===== src/rtl/fbs_pkg.sv =====
// Shared types for the framed bit sampler.
package fbs_pkg;
    // Burst state: waiting for a rising edge, or strobing a running burst.
    typedef enum logic {
        S_IDLE = 1'b0,
        S_RUN  = 1'b1
    } fbs_state_e;
endpackage


===== src/rtl/fbs_sync.sv =====
// Two-flop synchroniser for a bundle of asynchronous single-bit inputs.
// Assumes: each bit is independent; the two-cycle latency is accounted for
// by the caller.
module fbs_sync #(
    parameter int WIDTH = 2
) (
    input  logic             clk,
    input  logic             rst_n,
    input  logic [WIDTH-1:0] d_async,
    output logic [WIDTH-1:0] d_sync
);
    logic [WIDTH-1:0] meta_q;
    logic [WIDTH-1:0] sync_q;

    // Capture the raw inputs, then retime them once more.
    always_ff @(posedge clk) begin
        if (!rst_n) begin
            meta_q <= '0;
            sync_q <= '0;
        end else begin
            meta_q <= d_async;
            sync_q <= meta_q;
        end
    end

    assign d_sync = sync_q;
endmodule


===== src/rtl/fbs_edge.sv =====
// Rising-edge detector for a signal that is already synchronous to clk.
// Assumes: lvl is the output of a synchroniser.
module fbs_edge (
    input  logic clk,
    input  logic rst_n,
    input  logic lvl,
    output logic rise
);
    logic prev_q;

    // Remember the level from the previous cycle.
    always_ff @(posedge clk) begin
        if (!rst_n) prev_q <= 1'b0;
        else        prev_q <= lvl;
    end

    assign rise = lvl & ~prev_q;
endmodule


===== src/rtl/fbs_timer.sv =====
// Strobe timer. On start it captures the even bit period from the divisor
// setting and first fires half a period later; after that it fires once
// per period while run is high.
// Assumes: start is only raised while run is low.
module fbs_timer #(
    parameter int DIV_W = 8
) (
    input  logic             clk,
    input  logic             rst_n,
    input  logic             start,
    input  logic             run,
    input  logic [DIV_W-1:0] div_cfg,
    output logic             tick
);
    logic [DIV_W-1:0] half_raw;
    logic [DIV_W-1:0] half;
    logic [DIV_W-1:0] per_q;
    logic [DIV_W-1:0] cnt_q;

    // Force an even divisor of at least 2: half is at least 1.
    always_comb begin
        half_raw = div_cfg >> 1;
        half     = (half_raw == '0) ? DIV_W'(1) : half_raw;
    end

    // Load the half-period offset at start, then count whole periods.
    always_ff @(posedge clk) begin
        if (!rst_n) begin
            per_q <= DIV_W'(2);
            cnt_q <= '0;
        end else if (start) begin
            per_q <= half << 1;
            cnt_q <= half - DIV_W'(1);
        end else if (run) begin
            if (cnt_q == '0) cnt_q <= per_q - DIV_W'(1);
            else             cnt_q <= cnt_q - DIV_W'(1);
        end
    end

    assign tick = run && (cnt_q == '0);

    // the count never reaches the latched period.
    a_r3_cnt_bound: assert property (@(posedge clk) disable iff (!rst_n)
        run |-> (cnt_q < per_q));
    // the latched period holds still while a burst runs.
    a_r4_period_held: assert property (@(posedge clk) disable iff (!rst_n)
        (run && !start && $past(run)) |-> $stable(per_q));
endmodule


===== src/rtl/framed_bit_sampler.sv =====
// Framed serial bit sampler. Oversamples an enable-framed serial line with
// the system clock, aligns a mid-bit strobe to the enable rising edge and
// emits one bit per programmed period. The enable is examined only at strobe
// points; low there ends the burst.
// Assumes: the bit rate is an even submultiple of clk, and the data is
// stable around each mid-bit point.
module framed_bit_sampler
    import fbs_pkg::*;
#(
    parameter int DIV_W = 8
) (
    input  logic             clk,
    input  logic             rst_n,
    input  logic [DIV_W-1:0] div_cfg,
    input  logic             frame_en,
    input  logic             frame_data,
    output logic             bit_data,
    output logic             bit_valid,
    output logic             burst_start,
    output logic             burst_end
);
    logic [1:0]  sync_bus;
    logic        en_s;
    logic        data_s;
    logic        en_rise;
    logic        start;
    logic        tick;
    logic        take;
    logic        first_q;
    fbs_state_e  state_q;

    fbs_sync #(.WIDTH(2)) u_sync (
        .clk     (clk),
        .rst_n   (rst_n),
        .d_async ({frame_en, frame_data}),
        .d_sync  (sync_bus)
    );
    assign en_s   = sync_bus[1];
    assign data_s = sync_bus[0];

    fbs_edge u_edge (
        .clk   (clk),
        .rst_n (rst_n),
        .lvl   (en_s),
        .rise  (en_rise)
    );

    assign start = en_rise && (state_q == S_IDLE);

    fbs_timer #(.DIV_W(DIV_W)) u_timer (
        .clk     (clk),
        .rst_n   (rst_n),
        .start   (start),
        .run     (state_q == S_RUN),
        .div_cfg (div_cfg),
        .tick    (tick)
    );

    assign take = tick && en_s;

    // Burst state: begin on a rising edge, end when the enable is low at a strobe.
    always_ff @(posedge clk) begin
        if (!rst_n)                         state_q <= S_IDLE;
        else if (start)                     state_q <= S_RUN;
        else if (tick && !en_s)             state_q <= S_IDLE;
    end

    // Track whether the next strobed bit is the first one of the burst.
    always_ff @(posedge clk) begin
        if (!rst_n)     first_q <= 1'b0;
        else if (start) first_q <= 1'b1;
        else if (take)  first_q <= 1'b0;
    end

    // Register the strobed bit and the burst flags.
    always_ff @(posedge clk) begin
        if (!rst_n) begin
            bit_data    <= 1'b0;
            bit_valid   <= 1'b0;
            burst_start <= 1'b0;
            burst_end   <= 1'b0;
        end else begin
            if (take) bit_data <= data_s;
            bit_valid   <= take;
            burst_start <= take && first_q;
            burst_end   <= tick && !en_s;
        end
    end

    // a start flag only comes with a valid bit.
    a_r6_start_with_bit: assert property (@(posedge clk) disable iff (!rst_n)
        burst_start |-> bit_valid);
    // an end flag leaves the sampler idle and never shares a slot with a bit.
    a_r5_end_goes_idle: assert property (@(posedge clk) disable iff (!rst_n)
        burst_end |-> (!bit_valid && state_q == S_IDLE));
    // a valid bit is only produced while a burst is running.
    a_r2_bit_in_burst: assert property (@(posedge clk) disable iff (!rst_n)
        bit_valid |-> (state_q == S_RUN));
    // two idle cycles in a row produce no bit.
    a_r8_idle_quiet: assert property (@(posedge clk) disable iff (!rst_n)
        (state_q == S_IDLE && $past(state_q) == S_IDLE) |-> !bit_valid);
endmodule


===== config.mk =====
export PLATFORM = sky130hd
export DESIGN_NAME = framed_bit_sampler
export DESIGN_NICKNAME = d
export VERILOG_FILES = /design/src/rtl/fbs_pkg.sv /design/src/rtl/fbs_sync.sv /design/src/rtl/fbs_edge.sv /design/src/rtl/fbs_timer.sv /design/src/rtl/framed_bit_sampler.sv
export SDC_FILE = /design/constraint.sdc
export NUM_CORES = 1
export LEC_CHECK = 0
export ABC_AREA = 1
export ABC_CLOCK_PERIOD_IN_PS = 3200
export BUFFER_PORTS_ARGS = -buffer_cell sky130_fd_sc_hd__clkbuf_2
export CORE_MARGIN = 1
export CORE_UTILIZATION = 50
export DETAILED_ROUTE_END_ITERATION = 10
export PLACE_DENSITY = 0.73
export SKIP_CTS_REPAIR_TIMING = 1
export SLEW_MARGIN = 30
export SYNTH_ARGS = -nofsm -noshare
export SYNTH_HDL_FRONTEND = slang
export SYNTH_SLANG_ARGS = --single-unit

===== constraint.sdc =====
create_clock -name clk -period 3.2 [get_ports clk]
set_input_delay 0 -clock clk [delete_from_list [all_inputs] [get_ports clk]]
set_output_delay 0 -clock clk [all_outputs]
set_load 0.01 [all_outputs]

==> impl_metrics.sql, run 1 <==
INSERT INTO impl_metrics (metric_group, metric, value, unit) VALUES
('worst_setup_path', 'setup.worst_path.start_class', 'flip-flop', ''),
('cts', 'clock_network_latency_to_the_later_pin_of_the_worst_skew_pair', '330', 'ps'),
('worst_setup_path', 'timing.critical_path.slowest_stage_cell', 'sky130_fd_sc_hd__dfxtp_1', ''),
('worst_setup_path', 'critPathKind', 'reg -> reg', ''),
('hold_path', 'hold_path.class', 'in -> reg', ''),
('grt', 'vias_in_the_first_global_route', '1156', ''),
('flow_run', 'cap_viol_max_count', '0', ''),
('synthesis', 'synth.yosys.warnings', '0', ''),
('grt', 'grt_max_degree', '19', ''),
('cts', 'clk_transition_reported_paths', '140', 'ps'),
('status', 'outcome', 'complete, but fails checks', ''),
('sta', 'post-route-min-period', '1609', 'ps'),
('grt', 'globalRouteOverflowTotal', '0', ''),
('final_layout', 'syn2layout_area_growth', '14.45', '%'),
('worst_setup_path', 'worst_path_dominant_cell_family', 'simple AND/OR/NAND/NOR gates', ''),
('sta', 'relSlewSlack', '74.72', '%'),
('final_layout', 'final_cell_area', '1655', 'um2'),
('worst_setup_path', 'cp_slowest_stage_delay', '330', 'ps'),
('detailed_routing', 'routed_wire_length_per_instance', '11.27', 'um'),
('final_layout', 'multi_input_area', '759.5', 'um2'),
('final_layout', 'fin_nets', '257', ''),
('sta', 'final_max_slew_viol_count', '0', ''),
('sta', 'max_slew.worst_pin.slew', '377.8', 'ps'),
('floorplanning', 'row_count', '19', ''),
('floorplanning', 'die_width', '55.79', 'um'),
('final_layout', 'drive_gt1_share', '12.92', '%'),
('sta', 'worst_hold_slack', '-6.051', 'ps'),
('grt', 'grt_antenna_before_repair', '0', ''),
('floorplanning', 'initial_utilization', '52.45', '%'),
('floorplanning', 'floorplan.die_area', '3112', 'um2'),
('detailed_routing', 'drtAntennaViolNets', '0', ''),
('final_layout', 'antenna_diode_instance_count', '0', ''),
('power', 'power.share.sequential', '45.1', '%'),
('final_layout', 'fillCellCount', '265', ''),
('placement', 'place_area', '1543', 'um2'),
('cts', 'cts_buffer_depth', '2', ''),
('synthesis', 'synth.largest_area_cell', 'sky130_fd_sc_hd__dfxtp_1', ''),
('detailed_routing', 'first_pass_iteration_count_of_the_detailed_router', '4', ''),
('power', 'netSwitchingPower', '0.0002488', 'W'),
('synthesis', 'synth_seq_cells', '26', ''),
('detailed_routing', 'post_drt_via_cell_ratio', '5.111', ''),
('final_layout', 'most-common-layout-cells', 'sky130_fd_sc_hd__nand2_1, sky130_fd_sc_hd__inv_1, sky130_fd_sc_hd__dfxtp_1, sky130_fd_sc_hd__nand3_1, sky130_fd_sc_hd__nor2_1', ''),
('sta', 'final_hold_viol_count', '1', ''),
('power', 'power_frac_comb', '26.0', '%'),
('cts', 'tritoncts.num_buffers', '3', ''),
('status', 'failed_checks', 'negative hold slack', ''),
('floorplanning', 'core_area', '2758', 'um2'),
('placement', 'place_hpwl', '2267', 'um'),
('floorplanning', 'die_height', '55.79', 'um'),
('detailed_routing', 'drc', '0', ''),
('placement', 'numPortBuffers', '14', ''),
('placement', 'routabilityCongestion', '0.8107', ''),
('synthesis', 'syn-num-nets', '235', ''),
('sta', 'finalCritPeriodShare', '50.28', '%'),
('cts', 'clock_sink_count', '26', ''),
('detailed_routing', 'wirelength', '3053', 'um'),
('grt', 'grt_usage', '20.45', '%'),
('synthesis', 'avgSynthCellArea', '6.605', 'um2'),
('final_layout', 'seqCellArea', '520.5', 'um2'),
('sta', 'setup-tns-final', '0', 'ps'),
('worst_setup_path', 'cp-end-kind', 'flip-flop', ''),
('cts', 'cell_chosen_for_the_clock_root', 'sky130_fd_sc_hd__clkbuf_4', ''),
('worst_setup_path', 'worstPathMaxFanout', '7', ''),
('sta', 'setup_viol', '0', ''),
('synthesis', 'synth.yosys.seq_area_share', '35.99', '%'),
('detailed_routing', 'first_iter_violations', '52', ''),
('sta', 'worst_clock_skew', '3.151', 'ps'),
('synthesis', 'netlist_area', '1446', 'um2'),
('worst_setup_path', 'worstPathCellList', 'inv_1, ha_1, nand3_1, nor2_1, a21oi_1, nand2_1, nand3_1, nand2_1, inv_1', ''),
('power', 'total_leakage_power', '0.8120', 'nW'),
('final_layout', 'layout_commonest_cell', 'sky130_fd_sc_hd__nand2_1', '');
==> synthesized netlist by cell type <==
cell                       count
sky130_fd_sc_hd__or2_1         1
sky130_fd_sc_hd__and3_2        1
sky130_fd_sc_hd__buf_2         1
sky130_fd_sc_hd__o21ai_0      16
sky130_fd_sc_hd__o21ai_1       1
sky130_fd_sc_hd__inv_1        35
sky130_fd_sc_hd__a21oi_1      14
sky130_fd_sc_hd__nand3_1      24
sky130_fd_sc_hd__xnor2_1       2
sky130_fd_sc_hd__nand2_1      48
sky130_fd_sc_hd__nor2_1       19
sky130_fd_sc_hd__ha_1          4
sky130_fd_sc_hd__nor2_2        1
sky130_fd_sc_hd__nand4_1       6
sky130_fd_sc_hd__nand2_2       1
sky130_fd_sc_hd__clkbuf_1      2
sky130_fd_sc_hd__dfxtp_1      26
sky130_fd_sc_hd__nor2_4        3
sky130_fd_sc_hd__inv_2         6
sky130_fd_sc_hd__xor2_1        3
sky130_fd_sc_hd__o21bai_1      1
sky130_fd_sc_hd__nand2_4       1
sky130_fd_sc_hd__o31ai_1       1
sky130_fd_sc_hd__a211oi_1      2
==> cell families after synthesis <==
kind of cell | after synthesis | synth area share (%)
and+or+nand+nor | 105 | 33.22
adders and majority gates | 4 | 3.460
buffers and inverters | 44 | 11.51
AOI/OAI and AO/OA | 35 | 12.80
xor gates and xnor gates | 5 | 3.028
DFF | 26 | 35.99
==> per-stage QoR <==
stage	hold slack, ps	util [%]	setup slack (ps)	instances
finish	-6.051	60.03	1591	271
global route	12.24	60.03	1396	271
CTS	-168.6	57.85	1593	265
detailed placement	186.8	55.94	1609	261
global placement	182.5	55.94	1629	261
floorplan	97.63	-	1807	219
==> layer usage <==
metal	vias up	wire (um)	GRT usage, %
met1	616	1615	28.89
met5	-	0	0
li1	743	-	-
met2	21	1295	31.33
met4	0	48	8.571
met3	5	94	2.791
==> worst reg2reg max path: stages, from the launching register on <==
cell                      delay (ps)
sky130_fd_sc_hd__dfxtp_1         330
sky130_fd_sc_hd__inv_1           180
sky130_fd_sc_hd__ha_1            200
sky130_fd_sc_hd__nand3_1          90
sky130_fd_sc_hd__nor2_1          330
sky130_fd_sc_hd__a21oi_1         160
sky130_fd_sc_hd__nand2_1          90
sky130_fd_sc_hd__nand3_1          60
sky130_fd_sc_hd__nand2_1          60
sky130_fd_sc_hd__inv_1            30
==> state kept, by name, summed over array words and instances, names as in the netlist <==
| name | count |
|---|---|
| bit_data | 1 |
| u_edge.prev_q | 1 |
| u_sync.d_sync | 2 |
| u_timer.cnt_q | 8 |
| burst_end | 1 |
| u_sync.meta_q | 2 |
| burst_start | 1 |
| state_q | 1 |
| first_q | 1 |
| bit_valid | 1 |
| u_timer.per_q | 7 |
==> area by class of cell <==
class,count,share of cell area (%)
clock buffer,3,1.361
clock inverter,1,1.814
inverter,41,9.297
multi-input combinational,149,45.88
sequential,26,31.44
tap,31,2.343
timing repair buffer,20,7.861
==> power groups by stage <==
stage	clock, W	combinational [W]	sequential (W)
after detailed placement	0	0.000198	0.000365
after global routing	0.000247	0.000234	0.000361
after floorplan	0	0.000154	0.000362
after CTS	0.000235	0.000200	0.000358
final	0.000229	0.000206	0.000358
after global placement	0	0.000197	0.000365
==> final timing paths <==
| kind | from | cells past startpoint | slack [ps] | endpoint |
|---|---|---|---|---|
| hold / removal | div_cfg[4] | 3 | -6 | u_timer.per_q[4] |
| setup / recovery | u_timer.cnt_q[0] | 9 | 1590 | u_timer.cnt_q[5] |
| hold reg to reg | u_sync.meta_q[1] | 2 | 430 | u_sync.d_sync[1] |
| setup reg to reg | u_timer.cnt_q[0] | 9 | 1590 | u_timer.cnt_q[5] |
Note: power is estimated with default switching activity, not from simulation.
==> run 2, diff against run 1 <==
--- a/config.mk
+++ b/config.mk
@@ -6,7 +6,7 @@
 export NUM_CORES = 1
 export LEC_CHECK = 0
 export ABC_AREA = 1
-export ABC_CLOCK_PERIOD_IN_PS = 3200
+export ABC_CLOCK_PERIOD_IN_PS = 1600
 export BUFFER_PORTS_ARGS = -buffer_cell sky130_fd_sc_hd__clkbuf_2
 export CORE_MARGIN = 1
 export CORE_UTILIZATION = 50
==> constraint.sdc (replaced) <==
create_clock -name clk -period 1.6 [get_ports clk]
set_input_delay 0 -clock clk [delete_from_list [all_inputs] [get_ports clk]]
set_output_delay 0 -clock clk [all_outputs]
set_load 0.01 [all_outputs]
==> impl_metrics.sql, run 2 (synthesis results as in run 1) <==
INSERT INTO impl_metrics (metric_group, metric, value, unit) VALUES
('grt', 'grt_antenna_before_repair', '0', ''),
('floorplanning', 'die_width', '55.79', 'um'),
('floorplanning', 'ios', '16', ''),
('placement', 'place_area', '1565', 'um2'),
('final_layout', 'syn2layout_area_growth', '16.00', '%'),
('hold_path', 'hold_path.class', 'in -> reg', ''),
('flow_run', 'cap_viol_max_count', '0', ''),
('grt', 'vias_in_the_first_global_route', '1224', ''),
('worst_setup_path', 'timing.critical_path.slowest_stage_cell', 'sky130_fd_sc_hd__dfxtp_1', ''),
('worst_setup_path', 'timing.reg2reg.worst_path_depth', '10', ''),
('power', 'netSwitchingPower', '0.0004906', 'W'),
('floorplanning', 'floorplan.die_area', '3112', 'um2'),
('sta', 'worst_clock_skew', '2.550', 'ps'),
('final_layout', 'layout_commonest_cell', 'sky130_fd_sc_hd__nand2_1', ''),
('worst_setup_path', 'critical_path.endpoint', 'state_q', ''),
('final_layout', 'final_cell_area', '1678', 'um2'),
('grt', 'wire_length_of_the_first_global_routing_pass', '5306', 'um'),
('detailed_routing', 'post_drt_via_cell_ratio', '5.109', ''),
('worst_setup_path', 'crit-reg2reg-launch', 'u_timer.cnt_q[1]', ''),
('placement', 'place_hpwl', '2310', 'um'),
('detailed_routing', 'wirelength', '3175', 'um'),
('worst_setup_path', 'cp-end-kind', 'flip-flop', ''),
('grt', 'grt_util_met3', '2.791', '%'),
('grt', 'use_met2', '35.28', '%'),
('placement', 'place.detailed.instances', '264', ''),
('floorplanning', 'core_area', '2758', 'um2'),
('worst_setup_path', 'worstPathCellList', 'inv_1, ha_1, nand3_1, inv_1, nand2_4, nor2_4, inv_2, or2_1, nand3_1, inv_1', ''),
('sta', 'unrepaired_setup_endpoints_after_global_routing', 'false', ''),
('grt', 'grt_usage', '21.12', '%'),
('final_layout', 'regMostFlops', 'u_timer.cnt_q', ''),
('detailed_routing', 'drtAntennaViolNets', '0', ''),
('worst_setup_path', 'crit_arrival', '1710', 'ps'),
('cts', 'clock_tree_from_tritoncts', 'built', ''),
('floorplanning', 'initial_utilization', '52.45', '%'),
('power', 'p_int', '0.001104', 'W'),
('grt', 'grt_max_degree', '19', ''),
('sta', 'fmax', '675.9', 'MHz'),
('sta', 'final_max_slew_viol_count', '0', ''),
('grt', 'globalRouteOverflowTotal', '0', ''),
('cts', 'clock_network_latency_to_the_later_pin_of_the_worst_skew_pair', '310', 'ps'),
('sta', 'finalCritPeriodShare', '92.47', '%'),
('worst_setup_path', 'regToRegEndpoint', 'state_q', ''),
('detailed_routing', 'routed_wire_length_per_instance', '11.59', 'um'),
('final_layout', 'antenna_diode_instance_count', '0', ''),
('final_layout', 'finalNonFillerCells', '274', ''),
('power', 'power.share.sequential', '44.9', '%'),
('grt', 'groute.layer.met1.usage', '29.68', '%'),
('sta', 'setup_viol', '0', ''),
('sta', 'max_slew.worst_pin.slew', '332.4', 'ps'),
('detailed_routing', 'routed-via-count', '1400', ''),
('worst_setup_path', 'startpoint', 'u_timer.cnt_q[1]', ''),
('power', 'power_frac_comb', '27.1', '%'),
('cts', 'clk_transition_reported_paths', '140', 'ps'),
('final_layout', 'most-common-layout-cells', 'sky130_fd_sc_hd__nand2_1, sky130_fd_sc_hd__inv_1, sky130_fd_sc_hd__dfxtp_1, sky130_fd_sc_hd__nand3_1, sky130_fd_sc_hd__nor2_1', ''),
('placement', 'routabilityCongestion', '0.8355', ''),
('worst_setup_path', 'cp_slowest_stage_delay', '340', 'ps'),
('cts', 'tritoncts.num_buffers', '3', ''),
('cts', 'htree_num_levels', '1', ''),
('detailed_routing', 'drc', '0', ''),
('power', 'max-vdd-ir-drop', '0.6537', 'mV'),
('detailed_routing', 'first_iter_violations', '57', ''),
('sta', 'relSlewSlack', '77.84', '%'),
('detailed_routing', 'first_pass_iteration_count_of_the_detailed_router', '5', ''),
('final_layout', 'drive_gt1_share', '13.99', '%'),
('cts', 'cts_buffer_depth', '2', ''),
('worst_setup_path', 'critPathKind', 'reg -> reg', ''),
('placement', 'numPortBuffers', '14', ''),
('power', 'pwr_density_cell', '950.2', 'nW/um2'),
('final_layout', 'fin_nets', '260', ''),
('worst_setup_path', 'reg2reg_setup_slack', '120', 'ps'),
('sta', 'post-route-min-period', '1479', 'ps'),
('worst_setup_path', 'most_common_cell_type_on_the_critical_path', 'sky130_fd_sc_hd__inv_1', ''),
('sta', 'setup-tns-final', '0', 'ps'),
('floorplanning', 'die_height', '55.79', 'um'),
('worst_setup_path', 'worstPathMaxFanout', '9', ''),
('floorplanning', 'row_count', '19', ''),
('worst_setup_path', 'crit_required', '1830', 'ps'),
('cts', 'clock_sink_count', '26', ''),
('final_layout', 'largest_reg_flops', '8', ''),
('grt', 'top_usage_layer', 'met2', ''),
('cts', 'cell_chosen_for_the_clock_root', 'sky130_fd_sc_hd__clkbuf_4', ''),
('power', 'share_clk_of_total_power', '27.9', '%'),
('status', 'outcome', 'complete, no violations', ''),
('worst_setup_path', 'setup.worst_path.start_class', 'flip-flop', ''),
('power', 'netSwitchingFraction', '30.77', '%'),
('power', 'total_leakage_power', '0.8266', 'nW'),
('sta', 'final_hold_viol_count', '0', ''),
('final_layout', 'largest_registers', 'u_timer.cnt_q x8, u_timer.per_q x7', '');
-- run 2: changes by cell type in the layout (fill, tap and decap cells not counted), sizes merged --
cell and change:
buf +3
-- run 2: power groups by stage --
| stage | combinational [W] | clock (W) | sequential [W] |
|---|---|---|---|
| global placement | 0.000412 | 0 | 0.000730 |
| floorplan | 0.000307 | 0 | 0.000724 |
| detailed placement | 0.000412 | 0 | 0.000731 |
| CTS | 0.000415 | 0.000454 | 0.000717 |
| global route | 0.000491 | 0.000492 | 0.000723 |
| finish | 0.000433 | 0.000445 | 0.000717 |
-- run 2: stage by stage --
step / power (W) / hold WS [ps] / util, % / setup slack (ps)
floorplan: 0.001032 / 97.63 / - / 207.4
global placement: 0.001143 / 182.4 / 56.76 / 186.3
detailed placement: 0.001143 / 190.9 / 56.76 / 140.8
CTS: 0.001585 / -148.1 / 58.67 / 129.3
global route: 0.001706 / 20.08 / 60.84 / 7.920
finish: 0.001594 / 29.11 / 60.84 / 120.5
-- run 2: final cells by class --
class / instances / area [um2]
fill: 274 / 1080
multi-input combinational: 149 / 759.5
sequential: 26 / 520.5
inverter: 41 / 153.9
timing repair buffer: 23 / 152.6
tap: 31 / 38.79
clock inverter: 1 / 30.03
clock buffer: 3 / 22.52
-- run 2: per-layer routing --
metal / up-vias / share of wire (%)
met1: 627 / 49
met2: 26 / 48
met3: 2 / 2.7
li1: 745 / -
met5: - / 0
met4: 0 / 0.41
-- run 2: worst min-delay path by stage --
stage | from | to | depth (start not counted)
final | div_cfg[5] | u_timer.per_q[5] | 3
after global routing | div_cfg[5] | u_timer.per_q[5] | 3
after CTS | frame_data | u_sync.meta_q[0] | 3
after detailed placement | frame_data | u_sync.meta_q[0] | 3
after global placement | frame_en | u_sync.meta_q[1] | 3
after floorplan | frame_data | u_sync.meta_q[0] | 2
-- run 2: worst max-delay path: cells and delay by family (launching register included) --
family                     cells  cell delay [ps]
adders and majority gates      1              150
and+or+nand+nor                5              620
buffers and inverters          4              280
DFF                            1              340
